$ cat src/rtl/pll_stat_pkg.sv
package pll_stat_pkg;
  localparam int STAT_W = 8;
  localparam int LOST_BIT = 2;
  localparam int LIVE_BIT = 1;
  localparam int CLR_BIT = 0;

  typedef struct packed {
    logic lost;
    logic live;
    logic clr;
  } chan_stat_t;

  function automatic logic [STAT_W-1:0] stat_byte(input chan_stat_t s);
    logic [STAT_W-1:0] b;
    b = '0;
    b[LOST_BIT] = s.lost;
    b[LIVE_BIT] = s.live;
    b[CLR_BIT] = s.clr;
    return b;
  endfunction
endpackage

$ cat src/rtl/ld_sync.sv
module ld_sync #(
  parameter int STAGES = 2
) (
  input  logic clk,
  input  logic rst,
  input  logic d_async,
  output logic d_sync
);
  logic [STAGES-1:0] chain;

  generate
    for (genvar k = 0; k < STAGES; k++) begin : g_stage
      if (k == 0) begin : g_first
        always_ff @(posedge clk) begin
          if (rst) chain[0] <= 1'b0;
          else     chain[0] <= d_async;
        end
      end else begin : g_next
        always_ff @(posedge clk) begin
          if (rst) chain[k] <= 1'b0;
          else     chain[k] <= chain[k-1];
        end
      end
    end
  endgenerate

  assign d_sync = chain[STAGES-1];
endmodule

$ cat src/rtl/lost_tracker.sv
module lost_tracker (
  input  logic clk,
  input  logic rst,
  input  logic ld_s,
  input  logic wr_hit,
  input  logic wr_bit,
  output logic lost_q,
  output logic clr_q
);
  logic prev_q;
  logic fall;
  logic hold;

  // prev_q resets low, so a loop locked through reset shows no edge
  always_ff @(posedge clk) begin
    if (rst) prev_q <= 1'b0;
    else     prev_q <= ld_s;
  end

  assign fall = prev_q & ~ld_s;
  assign hold = clr_q | (wr_hit & wr_bit);

  always_ff @(posedge clk) begin
    if (rst)         clr_q <= 1'b0;
    else if (wr_hit) clr_q <= wr_bit;
  end

  always_ff @(posedge clk) begin
    if (rst)       lost_q <= 1'b0;
    else if (hold) lost_q <= 1'b0;
    else if (fall) lost_q <= 1'b1;
  end


  clr_holds_chk: assert property (@(posedge clk) disable iff (rst)
    clr_q |=> !lost_q);

  fall_sets_chk: assert property (@(posedge clk) disable iff (rst)
    (fall && !clr_q && !(wr_hit && wr_bit)) |=> lost_q);

  sticky_chk: assert property (@(posedge clk) disable iff (rst)
    (lost_q && !clr_q && !(wr_hit && wr_bit)) |=> lost_q);

  no_level_set_chk: assert property (@(posedge clk) disable iff (rst)
    (!lost_q && !fall) |=> !lost_q);

  clear_wins_chk: assert property (@(posedge clk) disable iff (rst)
    (wr_hit && wr_bit) |=> !lost_q);
endmodule

$ cat src/rtl/stat_readout.sv
module stat_readout
  import pll_stat_pkg::*;
#(
  parameter int N_PLL = 2,
  parameter int ADDR_W = 12,
  parameter int BASE_ADDR = 'h182
) (
  input  logic                     clk,
  input  logic                     rst,
  input  logic [ADDR_W-1:0]        rd_addr,
  input  chan_stat_t [N_PLL-1:0]   stat,
  output logic [STAT_W-1:0]        rd_data
);
  localparam logic [ADDR_W-1:0] BASE = ADDR_W'(BASE_ADDR);

  logic [ADDR_W-1:0] offs;
  logic [STAT_W-1:0] sel_byte;
  logic              mapped;

  assign offs = rd_addr - BASE;

  always_comb begin
    sel_byte = '0;
    mapped = 1'b0;
    for (int i = 0; i < N_PLL; i++) begin
      if (offs == ADDR_W'(i)) begin
        sel_byte = stat_byte(stat[i]);
        mapped = 1'b1;
      end
    end
  end

  always_ff @(posedge clk) begin
    if (rst) rd_data <= '0;
    else     rd_data <= sel_byte;
  end


  unmapped_zero_chk: assert property (@(posedge clk) disable iff (rst)
    !mapped |=> (rd_data == '0));

  reserved_zero_chk: assert property (@(posedge clk) disable iff (rst)
    1'b1 |=> (rd_data[STAT_W-1:3] == '0));
endmodule

$ cat src/rtl/pll_lock_status.sv
module pll_lock_status
  import pll_stat_pkg::*;
#(
  parameter int N_PLL = 2,
  parameter int ADDR_W = 12,
  parameter int BASE_ADDR = 'h182,
  parameter int SYNC_STAGES = 2,
  parameter int SEL_W = 3,
  parameter int VALID_SEL = 2
) (
  input  logic              clk,
  input  logic              rst,
  input  logic [N_PLL-1:0]  ld_raw,
  input  logic              wr_en,
  input  logic [ADDR_W-1:0] wr_addr,
  input  logic [7:0]        wr_data,
  input  logic [ADDR_W-1:0] rd_addr,
  output logic [7:0]        rd_data,
  input  logic [SEL_W-1:0]  ld_mux_sel,
  output logic              lost2_valid
);
  chan_stat_t [N_PLL-1:0] stat;
  logic [N_PLL-1:0]       ld_s;
  logic [N_PLL-1:0]       hit;

  generate
    for (genvar i = 0; i < N_PLL; i++) begin : g_chan
      localparam logic [ADDR_W-1:0] MY_ADDR = ADDR_W'(BASE_ADDR + i);

      ld_sync #(.STAGES(SYNC_STAGES)) u_sync (
        .clk    (clk),
        .rst    (rst),
        .d_async(ld_raw[i]),
        .d_sync (ld_s[i])
      );

      assign hit[i] = wr_en && (wr_addr == MY_ADDR);

      lost_tracker u_trk (
        .clk   (clk),
        .rst   (rst),
        .ld_s  (ld_s[i]),
        .wr_hit(hit[i]),
        .wr_bit(wr_data[CLR_BIT]),
        .lost_q(stat[i].lost),
        .clr_q (stat[i].clr)
      );

      assign stat[i].live = ld_s[i];


      clr_load_chk: assert property (@(posedge clk) disable iff (rst)
        hit[i] |=> (stat[i].clr == $past(wr_data[CLR_BIT])));

      clr_keep_chk: assert property (@(posedge clk) disable iff (rst)
        !hit[i] |=> $stable(stat[i].clr));
    end
  endgenerate

  stat_readout #(
    .N_PLL    (N_PLL),
    .ADDR_W   (ADDR_W),
    .BASE_ADDR(BASE_ADDR)
  ) u_rd (
    .clk    (clk),
    .rst    (rst),
    .rd_addr(rd_addr),
    .stat   (stat),
    .rd_data(rd_data)
  );

  always_ff @(posedge clk) begin
    if (rst) lost2_valid <= 1'b0;
    else     lost2_valid <= (ld_mux_sel == SEL_W'(VALID_SEL));
  end


  valid_track_chk: assert property (@(posedge clk) disable iff (rst)
    1'b1 |=> (lost2_valid == ($past(ld_mux_sel) == SEL_W'(VALID_SEL))));
endmodule

$ cat config.mk
export PLATFORM = sky130hd
export DESIGN_NAME = pll_lock_status
export DESIGN_NICKNAME = d
export VERILOG_FILES = /design/src/rtl/pll_stat_pkg.sv /design/src/rtl/ld_sync.sv /design/src/rtl/lost_tracker.sv /design/src/rtl/stat_readout.sv /design/src/rtl/pll_lock_status.sv
export SDC_FILE = /design/constraint.sdc
export NUM_CORES = 1
export LEC_CHECK = 0
export BUFFER_PORTS_ARGS = -buffer_cell sky130_fd_sc_hd__buf_2
export CORE_MARGIN = 2
export CORE_UTILIZATION = 40
export CTS_CLUSTER_DIAMETER = 150
export DETAILED_ROUTE_END_ITERATION = 6
export PLACE_DENSITY = 0.77
export SKIP_CTS_REPAIR_TIMING = 1
export SLEW_MARGIN = 5
export SYNTH_ARGS = -nofsm -noshare
export SYNTH_HDL_FRONTEND = slang
export SYNTH_SLANG_ARGS = --single-unit
$ cat constraint.sdc
create_clock -name clk -period 4.1 [get_ports clk]
set_clock_uncertainty 0.05 [all_clocks]
set_input_delay 0.82 -clock clk [delete_from_list [all_inputs] [get_ports clk]]
set_output_delay 0.82 -clock clk [all_outputs]
set_load 0.03 [all_outputs]
==> flow_summary.yaml <==
run_status:
  status: "completed"
clock_tree:
  clk_pin_slew_ns: 0.08
  cts_tree: "built"
  cts.path.max_buffers: 2
  cts_root_buf: "clkbuf_4"
  htree_levels: 1
  cts-buffers-inserted: 3
  worstSkewPairLatency_ns: 0.27
  clock_sinks: 14
yosys:
  ys_warn_count: 0
  syn_inst: 74
  synth_flop_cell: "dfxtp_1"
  syn_area_um2: 674
  synth_area_leader_cell: "dfxtp_1"
  ys_top_cells_by_area: "dfxtp_1 42%, mux2i_1 7.4%, buf_4 5.6%"
  yosysSeqAreaShare: 0.416
  synth_top_area_share: 0.416
  async_flop_share: 0
  syn_area_per_cell_um2: 9.11
  synth_edf_count: 0
  ys_ff_latch: 14
  yosysUniqueCellTypes: 26
worst_setup_path:
  worstSetupPathType: "in -> reg"
  cp-end-kind: "flip-flop"
  reg2reg_to: "g_chan[0].u_trk.lost_q$_SDFFE_PP0P_"
  cp.required_ns: 4.24
  rrSetupSlack_ns: 3.31
  r2r_cells: 3
  r2r_start: "g_chan[0].u_sync.d_sync$_SDFF_PP0_"
  crit_path_max_fanout: 4
  cp.arrival_ns: 2.30
  crit_start: "rd_addr[1]"
  cp-start-kind: "input port"
sta:
  final_hold_viol_count: 0
  finalCriticalPeriod_ns: 2.16
  slew_headroom: 0.662
  slew_viol_final: 0
  worst_slack_ns: 1.94
  setup_viol: 0
  rsz0062_at_grt: "no"
  period_share: 0.526
  timing.fmax_ghz: 0.464
  worst_slew_pin_slew_ns: 0.500
  tns_ns: 0
pwr:
  p_leak_nw: 0.424
  ir_worst_vdd_v: 0.000204
  p_sw_frac: 0.232
  pwr-share-comb: 0.147
  clkPwrFrac: 0.345
  netSwitchingPower_mw: 0.0642
  internal_power_mw: 0.212
  seqPwrFrac: 0.507
  p_per_area_mw_per_mm2: 312
drt:
  wl_per_cell_um: 9.79
  drt_first_iter_violations: 10
  ant_nets: 0
  route.vias.total: 627
  avgViaCountPerCell: 4.90
  drcViolationCount: 0
  wirelength_um: 1250
  firstDrtPassIters: 3
die:
  die_h_um: 45.1
  io_pins: 49
  initial_core_util: 0.438
  core-area_mm2: 0.00154
  die_w_um: 45.1
  rows: 14
  dieArea_mm2: 0.00203
placed_design:
  portBuffers: 36
  dpl_worst_slack_ns: 1.65
  dp.cells: 124
  placed_cell_area_um2: 848
  routabilityCongestion: 0.758
  dp.final_hpwl_um: 1090
layout:
  drive_gt1_frac: 0.375
  diodes: 0
  fin_nets: 154
  multi_input_area_um2: 342
  fin_cells: 128
  fin_util: 0.574
  regArea_um2: 280
  area_growth_pct: 31.2
  fin_area_um2: 885
  fill_cells: 149
min_path:
  hp-class: "reg -> reg"
  hold_depth: 1
  min_to: "g_chan[1].u_sync.d_sync$_SDFF_PP0_"
  worstHoldStart: "g_chan[1].u_sync.chain[0]$_SDFF_PP0_"
global_route:
  grt.total_usage: 0.133
  grt_pass1_vias: 534
  antenna_found_initial: 0
  overflow: 0
  grt_pass1_wl_um: 2010
  grt_max_degree: 13
run:
  drv_cap: 0
-- power groups by stage --
stage | clock network (mW) | logic (mW) | registers [mW]
after detailed placement | 0 | 0.0407 | 0.144
after global placement | 0 | 0.0396 | 0.143
after floorplan | 0 | 0.0240 | 0.144
final | 0.0955 | 0.0407 | 0.140
after global routing | 0.104 | 0.0458 | 0.141
after CTS | 0.0990 | 0.0409 | 0.140
-- Yosys cell counts (2+ instances only) --
library cell / instances
nor4b_1: 2
nand2_1: 2
nand4_1: 3
nor2b_1: 4
xnor2_1: 2
inv_1: 7
buf_4: 5
mux2i_1: 5
nor4_1: 3
nor2_1: 7
nor4bb_1: 2
a211oi_1: 3
a21oi_1: 3
dfxtp_1: 14
-- metrics by stage --
step / total power [mW] / hold slack (ns)
after detailed placement: 0.184 / 0.375
after global placement: 0.183 / 0.369
after floorplan: 0.168 / 0.364
after global routing: 0.291 / 0.420
after CTS: 0.280 / 0.394
final: 0.276 / 0.393
-- worst max-delay path, stage by stage --
cell	delay [ns]
buf_2	0.11
inv_1	0.05
ha_1	0.26
or4b_4	0.45
nor4_2	0.21
nand3_1	0.15
a211oi_1	0.24
-- placed cells by master, fill, tap and decap left out, types with 2 or more instances in the layout --
master	Yosys	final
a21oi_1	3	3
xnor2_1	2	2
nand2_1	2	2
a211oi_1	3	3
nor4b_1	2	2
buf_2	0	36
inv_1	7	7
nor2_1	7	7
nor4_1	3	3
mux2i_1	5	5
clkbuf_4	0	3
nor2b_1	4	4
nor4bb_1	2	2
conb_1	1	5
nand4_1	3	3
dfxtp_1	14	14
-- registers in the layout, indices dropped and copies added (netlist names) --
name	flops
g_chan.u_trk.clr_q	2
g_chan.u_trk.lost_q	2
g_chan.u_sync.chain	2
lost2_valid	1
g_chan.u_sync.d_sync	2
u_rd.rd_data	3
g_chan.u_trk.prev_q	2
-- layer usage --
layer	vias to the layer above	global-route usage	part of all wire
met3	0	0.0480	0.041
met2	14	0.231	0.53
met1	283	0.159	0.43
met4	0	0.0176	0
li1	330	-	-
met5	-	0	0
-- area by class of cell --
| cell class | instances | share of cell area |
|---|---|---|
| clock buffer | 4 | 0.0410 |
| inverter | 7 | 0.0297 |
| multi-input combinational | 51 | 0.386 |
| sequential | 14 | 0.317 |
| tap | 16 | 0.0226 |
| timing repair buffer | 36 | 0.204 |
-- worst max-delay path by stage --
stage	slack, ns	endpoint
6_report	1.94	u_rd.rd_data[0]$_SDFF_PP0_
4_1_cts	1.94	u_rd.rd_data[0]$_SDFF_PP0_
3_5_place_dp	1.65	u_rd.rd_data[0]$_SDFF_PP0_
2_1_floorplan	1.91	u_rd.rd_data[0]$_SDFF_PP0_
5_1_grt	1.83	u_rd.rd_data[2]$_SDFF_PP0_
3_3_place_gp	1.68	u_rd.rd_data[1]$_SDFF_PP0_
-- cells by family after synthesis --
logic type / count (synthesis) / synth area share
AND/OR/NAND/NOR: 29 / 0.275
buffers and inverters: 13 / 0.100
AO/OA/AOI/OAI: 9 / 0.0853
XOR/XNOR: 2 / 0.0260
adder cells (fa/ha/maj): 1 / 0.0185
other: 1 / 0.00556
multiplexers: 5 / 0.0742
flip-flops: 14 / 0.416
(Power assumes the default switching activity.)
